==> config.mk <==
export PLATFORM = sky130hd
export DESIGN_NAME = hbw_bridge
export DESIGN_NICKNAME = d
export VERILOG_FILES = /design/src/rtl/hbw_pkg.sv /design/src/rtl/hbw_ctrl.sv /design/src/rtl/hbw_lanes.sv /design/src/rtl/hbw_bridge.sv
export SDC_FILE = /design/constraint.sdc
export NUM_CORES = 1
export LEC_CHECK = 0
export CELL_PAD_IN_SITES_DETAIL_PLACEMENT = 0
export CELL_PAD_IN_SITES_GLOBAL_PLACEMENT = 1
export CORE_MARGIN = 3
export CORE_UTILIZATION = 30
export DETAILED_ROUTE_END_ITERATION = 6
export PLACE_DENSITY_LB_ADDON = 0.08
export SETUP_SLACK_MARGIN = 0.05
export SLEW_MARGIN = 25
export SYNTH_ARGS = -nofsm -noshare
export SYNTH_HDL_FRONTEND = slang
export SYNTH_HIERARCHICAL = 1
export SYNTH_SLANG_ARGS = --single-unit
==> constraint.sdc <==
create_clock -name clk -period 5.7 [get_ports clk]
set_clock_uncertainty 0.1 [all_clocks]
set_input_delay 1.71 -clock clk [delete_from_list [all_inputs] [get_ports clk]]
set_output_delay 1.71 -clock clk [all_outputs]
set_load 0.01 [all_outputs]
==> src/rtl/hbw_pkg.sv <==
package hbw_pkg;
    typedef enum logic [2:0] {
        ST_IDLE,
        ST_LO,
        ST_HI,
        ST_ONE,
        ST_TAIL,
        ST_FIN
    } hbw_state_e;
endpackage

==> src/rtl/hbw_ctrl.sv <==
module hbw_ctrl
    import hbw_pkg::*;
(
    input  logic clk,
    input  logic rst_n,
    input  logic host_rd,
    input  logic host_wr,
    input  logic cfg_narrow,
    output logic accept,
    output logic is_wr,
    output logic wide,
    output logic strb,
    output logic use_lsb,
    output logic lsb,
    output logic cap_lo,
    output logic cap_last,
    output logic done
);
    hbw_state_e st, st_nx;
    logic       is_wr_q, wide_q;

    assign accept = (st == ST_IDLE) && (host_rd || host_wr);
    assign is_wr  = is_wr_q;
    assign wide   = wide_q;

    // next state
    always_comb begin
        st_nx = st;
        unique case (st)
            ST_IDLE: if (host_rd || host_wr) st_nx = cfg_narrow ? ST_ONE : ST_LO;
            ST_LO:   st_nx = ST_HI;
            ST_HI:   st_nx = is_wr_q ? ST_FIN : ST_TAIL;
            ST_ONE:  st_nx = is_wr_q ? ST_FIN : ST_TAIL;
            ST_TAIL: st_nx = ST_FIN;
            ST_FIN:  st_nx = ST_IDLE;
            default: st_nx = ST_IDLE;
        endcase
    end

    // state register and request attributes
    always_ff @(posedge clk) begin
        if (!rst_n) begin
            st      <= ST_IDLE;
            is_wr_q <= 1'b0;
            wide_q  <= 1'b0;
        end else begin
            st <= st_nx;
            if (accept) begin
                is_wr_q <= host_wr;
                wide_q  <= !cfg_narrow;
            end
        end
    end

    // outputs decoded from state
    always_comb begin
        strb     = 1'b0;
        use_lsb  = 1'b0;
        lsb      = 1'b0;
        cap_lo   = 1'b0;
        cap_last = 1'b0;
        done     = 1'b0;
        unique case (st)
            ST_IDLE: ;
            ST_LO: begin
                strb    = 1'b1;
                use_lsb = 1'b1;
            end
            ST_HI: begin
                strb    = 1'b1;
                use_lsb = 1'b1;
                lsb     = 1'b1;
                cap_lo  = !is_wr_q;
            end
            ST_ONE:  strb     = 1'b1;
            ST_TAIL: cap_last = 1'b1;
            ST_FIN:  done     = 1'b1;
            default: ;
        endcase
    end
endmodule

==> src/rtl/hbw_lanes.sv <==
module hbw_lanes #(
    parameter int AW  = 7,
    parameter int CDW = 8,
    localparam int HDW = 2 * CDW
) (
    input  logic           clk,
    input  logic           rst_n,
    input  logic           accept,
    input  logic           cfg_big,
    input  logic [AW-1:0]  host_addr,
    input  logic [HDW-1:0] host_wdata,
    input  logic           wide,
    input  logic           use_lsb,
    input  logic           lsb,
    input  logic           cap_lo,
    input  logic           cap_last,
    input  logic [CDW-1:0] core_rdata,
    output logic [AW-1:0]  core_addr,
    output logic [CDW-1:0] core_wdata,
    output logic [HDW-1:0] host_rdata
);
    logic [AW-1:0]  addr_q;
    logic [HDW-1:0] wdata_q;
    logic           big_q;
    logic [CDW-1:0] even_q;
    logic [HDW-1:0] rdata_q;
    logic [CDW-1:0] even_byte, odd_byte;

    always_ff @(posedge clk) begin
        if (!rst_n) begin
            addr_q  <= '0;
            wdata_q <= '0;
            big_q   <= 1'b0;
            even_q  <= '0;
            rdata_q <= '0;
        end else begin
            if (accept) begin
                addr_q  <= host_addr;
                wdata_q <= host_wdata;
                big_q   <= cfg_big;
            end
            if (cap_lo) even_q <= core_rdata;
            if (cap_last) begin
                if (!wide)      rdata_q <= {{CDW{1'b0}}, core_rdata};
                else if (big_q) rdata_q <= {even_q, core_rdata};
                else            rdata_q <= {core_rdata, even_q};
            end
        end
    end

    assign even_byte = big_q ? wdata_q[HDW-1:CDW] : wdata_q[CDW-1:0];
    assign odd_byte  = big_q ? wdata_q[CDW-1:0]   : wdata_q[HDW-1:CDW];

    always_comb begin
        if (use_lsb) begin
            core_addr  = {addr_q[AW-1:1], lsb};
            core_wdata = lsb ? odd_byte : even_byte;
        end else begin
            core_addr  = addr_q;
            core_wdata = wdata_q[CDW-1:0];
        end
    end

    assign host_rdata = rdata_q;
endmodule

==> src/rtl/hbw_bridge.sv <==
module hbw_bridge #(
    parameter int AW  = 7,
    parameter int CDW = 8,
    localparam int HDW = 2 * CDW
) (
    input  logic           clk,
    input  logic           rst_n,
    input  logic           cfg_narrow,
    input  logic           cfg_big,
    input  logic           host_frz,
    input  logic           host_rd,
    input  logic           host_wr,
    input  logic [AW-1:0]  host_addr,
    input  logic [HDW-1:0] host_wdata,
    output logic [HDW-1:0] host_rdata,
    output logic           host_done,
    output logic           core_frz,
    output logic           core_rd,
    output logic           core_wr,
    output logic [AW-1:0]  core_addr,
    output logic [CDW-1:0] core_wdata,
    input  logic [CDW-1:0] core_rdata
);
    logic accept, is_wr, wide, strb, use_lsb, lsb, cap_lo, cap_last;

    hbw_ctrl u_ctrl (
        .clk       (clk),
        .rst_n     (rst_n),
        .host_rd   (host_rd),
        .host_wr   (host_wr),
        .cfg_narrow(cfg_narrow),
        .accept    (accept),
        .is_wr     (is_wr),
        .wide      (wide),
        .strb      (strb),
        .use_lsb   (use_lsb),
        .lsb       (lsb),
        .cap_lo    (cap_lo),
        .cap_last  (cap_last),
        .done      (host_done)
    );

    hbw_lanes #(.AW(AW), .CDW(CDW)) u_lanes (
        .clk       (clk),
        .rst_n     (rst_n),
        .accept    (accept),
        .cfg_big   (cfg_big),
        .host_addr (host_addr),
        .host_wdata(host_wdata),
        .wide      (wide),
        .use_lsb   (use_lsb),
        .lsb       (lsb),
        .cap_lo    (cap_lo),
        .cap_last  (cap_last),
        .core_rdata(core_rdata),
        .core_addr (core_addr),
        .core_wdata(core_wdata),
        .host_rdata(host_rdata)
    );

    assign core_rd  = strb && !is_wr;
    assign core_wr  = strb && is_wr;
    assign core_frz = host_frz;
endmodule

# After elaboration in Yosys (flattened, before gate mapping)
# Index checks and enable logic that the tools add are counted.
# word_totals
regBits,53
latch_bits,0
mem_bits_rw,0
mem_bits_ro,0
in_bits,38
wordCells,41
memories,0
# op_classes
n_addsub,0
n_mul,0
div_mod_pow,0
magnitude_cmp,0
eq_ne,6
shift,0
n_mux,17
bitwise_logic,0
reduce_logical,10
# op_table
cell,n
$mux W16,2
$mux W8,4
$pmux W3 S4,1
$mux W1,8
$eq A3 B2 Y1 const B,2
$eq A3 B3 Y1 const B,2
$reduce_or A2 Y1,2
$eq A3 B1 Y1 const B,1
$logic_and A1 B1 Y1,3
$logic_not A3 Y1,1
$mux W3,1
$reduce_or A3 Y1,1
$logic_not A1 Y1,2
$mux W2,1
$ne A2 B2 Y1 const B,1
$logic_or A1 B1 Y1,1

# Logic depth before layout (Yosys ltp)
# depth
depth_word,4
ltp_mapped,8
mapped_depth_nobuf,6

# Cells and area by module
# Netlist, hierarchy kept.
# by_module_without_submodules
mod,instances,cells_each,area_each_um2,seq_area_each_um2
hbw_lanes,1,211,2144.6,960.9
hbw_ctrl,1,32,274.0,100.1
hbw_bridge,1,3,23.8,0.0

# Worst setup path before layout
# OpenSTA, ideal clock, no wires.
# synth_timing
kind,input to output
start,input port host_frz
end,output port core_frz
t_arrival_ns,1.829
required_ns,3.890
path_slack_ns,2.061
cell_stages,1
path_buffers,1
path_cell_list,buf_4
# synth_lines
element,line_no,text
from (decl),hbw_bridge.sv:10,"input logic host_frz,"
to (decl),hbw_bridge.sv:17,"output logic core_frz,"
# No word-level cell between the ends.

# Final worst setup path
# layout_timing
start,register u_ctrl.st[1]
end,output port core_wdata[5]
# layout_between
elab_chain_cells,4
word_cells_on_any_way,7
classes_between,eq/ne (2); mux (4); reduce/logical (1)
# layout_rtl
element,line_no,text
from (decl),hbw_ctrl.sv:19,"hbw_state_e st, st_nx;"
from (signal assigned),hbw_ctrl.sv:47,st <= st_nx;
$eq A3 B2 Y1,hbw_ctrl.sv:63,unique case (st)
$mux W1,hbw_ctrl.sv:63,
named net lsb,hbw_bridge.sv:24,"logic accept, is_wr, wide, strb, use_lsb, lsb, cap_lo, cap_last;"
$mux W8,hbw_lanes.sv:57,core_wdata = lsb ? odd_byte : even_byte;
$mux W8,hbw_lanes.sv:55,if (use_lsb) begin
to (decl),hbw_bridge.sv:21,"output logic [CDW-1:0] core_wdata,"
# The timed path passes the listed nets, and every way through them passes these cells.

==> out/summary.txt <==
status -> completed
IO buf count -> 70
Residual DRC -> 0
worst min path class -> register to register
Final period util -> 0.7332
fmax -> 239.3 MHz
Critical Path End -> core_wdata[5]
GRT Total Usage -> 0.1174
DP HPWL -> 3722 um
share of cells above drive strength 1 -> 0.08940
ANT cells -> 0
post-cts sizing count -> 0
register area share after synthesis -> 0.4344
CP arrival -> 2370 ps
Synth-to-Final Area Change -> 33.76%
P per Cell Area -> 286.1 nW/um2
Max VDD drop -> 0.0001388 V
critical path required time -> 3890 ps
synth cell count leaders -> 53 x dfxtp_1, 40 x mux2i_1, 32 x nor2b_1
post-route ant nets -> 0
CTS Buf Count -> 5
largest cells by area after synthesis -> dfxtp_1 43%, mux2i_1 16%, nor2b_1 8.2%
Static Leak -> 1.243 nW
crit-path max FO -> 8
row count -> 32
most common cell in the netlist -> dfxtp_1
Final Max Slew Viols -> 0
H-tree Lvls -> 2
storage element area -> 1061 um2
Seq cells post-synth -> 53
Distinct cells, synth -> 35
min cycle time layout -> 4179 ps
routed len/inst -> 13.50 um
Post-CTS Setup Bufs -> 0
Fin Hold WS -> 399.5 ps
crit end category -> output pin
share of flip-flops with an asynchronous set or reset -> 0
Worst Setup SP -> u_ctrl/st[1]$_SDFFE_PN0P_
DIE HEIGHT -> 96.23 um
Hold Buf Count CTS -> 0
Netlist Area Pre-Place -> 2442 um2
die area -> 9260 um2
Vias -> 1795
core area -> 7807 um2
I/O Pins -> 73
r2r setup slk -> 3560 ps
Clock Path Buffers -> 2
RR Endpoint -> u_lanes/host_rdata[14]$_SDFFE_PN0P_
Final GP Congestion -> 0.6979
clock sink count -> 53
Setup TNS -> 0 ps
CTS tree -> yes
R2R cell count -> 6
Post-synth EDFFs -> 0
final WL -> 5454 um
Hold Vio Cnt, Final -> 0
initial core utilization -> 0.3128
Max-Cap Viols -> 0
Core Util, Final -> 0.4184
Gate Count Post-Synth -> 246
first-pass GRT wire length -> 8355 um
vias in the first global route -> 1658
Via density -> 4.443
Synth Net Count -> 284
nets -> 339
R2R Path Start -> u_ctrl/st[0]$_SDFFE_PN0P_
critical path class -> register to output pin
Worst-path clk slew -> 100 ps
Mapped Avg Cell Area -> 9.928 um2
largest net degree at the start of global routing -> 50
Tightest Pin Transition -> 731.3 ps
Die X -> 96.23 um
initial antenna violation count -> 0
Rel. slew slack -> 0.5118
Yosys top cell by area -> dfxtp_1
Multi-input gate area -> 1205 um2
clock root cell -> clkbuf_8
drt first pass iters -> 4
Setup Viol. Count Final -> 0
top cell type's share of synthesized area -> 0.4344
worst-skew pair later-pin latency -> 300 ps
gr ovfl total -> 0
Filler cells -> 800
Synth Flop Type -> dfxtp_1
Initial DRC Count -> 45
RSZ-0062 raised after global routing -> no
Yosys warnings -> 6
crit start category -> register
==> report_power, final <==
part	switching (W)	internal (W)
clock	0.000128	0.000143
sequential	0.0000273	0.000403
combinational	0.0000993	0.000134
total	0.000255	0.000680
==> worst min path at each step <==
stage	startpoint	end	slack [ps]	depth (start not counted)
after global placement	u_lanes/even_q[7]$_SDFFE_PN0P_	u_lanes/host_rdata[7]$_SDFFE_PN0P_	380	2
after floorplan	u_lanes/even_q[0]$_SDFFE_PN0P_	u_lanes/host_rdata[0]$_SDFFE_PN0P_	360	2
after global routing	u_lanes/even_q[7]$_SDFFE_PN0P_	u_lanes/host_rdata[7]$_SDFFE_PN0P_	420	2
after CTS	u_lanes/even_q[7]$_SDFFE_PN0P_	u_lanes/host_rdata[7]$_SDFFE_PN0P_	400	2
final	u_lanes/even_q[7]$_SDFFE_PN0P_	u_lanes/host_rdata[7]$_SDFFE_PN0P_	400	2
after detailed placement	u_lanes/even_q[7]$_SDFFE_PN0P_	u_lanes/host_rdata[7]$_SDFFE_PN0P_	380	2
==> layout make-up <==
class,count,area share
multi-input combinational,159,0.3688
sequential,53,0.3248
timing repair buffer,72,0.2191
tap,102,0.03907
clock buffer,6,0.02528
clock inverter,2,0.01149
inverter,10,0.01149
==> cell usage in the layout, fill, tap and decap left out, types with 2 or more instances in the layout <==
| cell | count |
|---|---|
| mux2_4 | 8 |
| o22ai_1 | 8 |
| nor2_1 | 4 |
| o21ai_0 | 8 |
| dfxtp_1 | 53 |
| inv_1 | 10 |
| a31oi_1 | 8 |
| clkbuf_8 | 6 |
| nand2_1 | 19 |
| nor2b_1 | 32 |
| and2_1 | 8 |
| clkdlybuf4s50_1 | 70 |
| a21oi_1 | 5 |
| buf_4 | 2 |
| mux2i_1 | 40 |
| nand2b_1 | 2 |
==> registers in the layout, summed over array words and instances, names as in the netlist <==
| register | count |
|---|---|
| u_lanes/big_q | 1 |
| u_lanes/addr_q | 7 |
| u_lanes/even_q | 8 |
| u_lanes/host_rdata | 16 |
| u_lanes/wdata_q | 16 |
| u_ctrl/is_wr | 1 |
| u_ctrl/wide | 1 |
| u_ctrl/st | 3 |
==> worst max-delay path, cell delays in order, from the launching register on <==
cell	delay (ps)
dfxtp_1	490
nand2b_1	140
nor2_1	300
xor2_4	190
nand2_4	140
mux2_4	320
clkdlybuf4s50_1	480
==> per-stage QoR <==
step	std cells	instance area, um2	setup slack [ps]	total power (W)
floorplan	246	2442	2061	0.0005917
global placement	396	3147	1870	0.0006764
detailed placement	396	3147	1839	0.0006763
CTS	404	3267	1482	0.0009516
global route	404	3267	1360	0.0009861
finish	404	3267	1521	0.0009348
==> metal layers <==
metal  vias up  GRT usage  part of all wire
met5         -          0                 0
met4         0    0.03555            0.0081
met3         4    0.02815             0.054
met2        44     0.1840              0.45
met1       818     0.1589              0.49
li1        929          -                 -
==> kinds of logic after synthesis <==
| family | Yosys count | share of synthesized area |
|---|---|---|
| compound gates | 32 | 0.07838 |
| simple gates | 76 | 0.1824 |
| xor+xnor | 2 | 0.01486 |
| buf+inv | 34 | 0.07224 |
| mux | 49 | 0.2177 |
| flops | 53 | 0.4344 |
No activity file was read; power rests on OpenSTA's default activity.
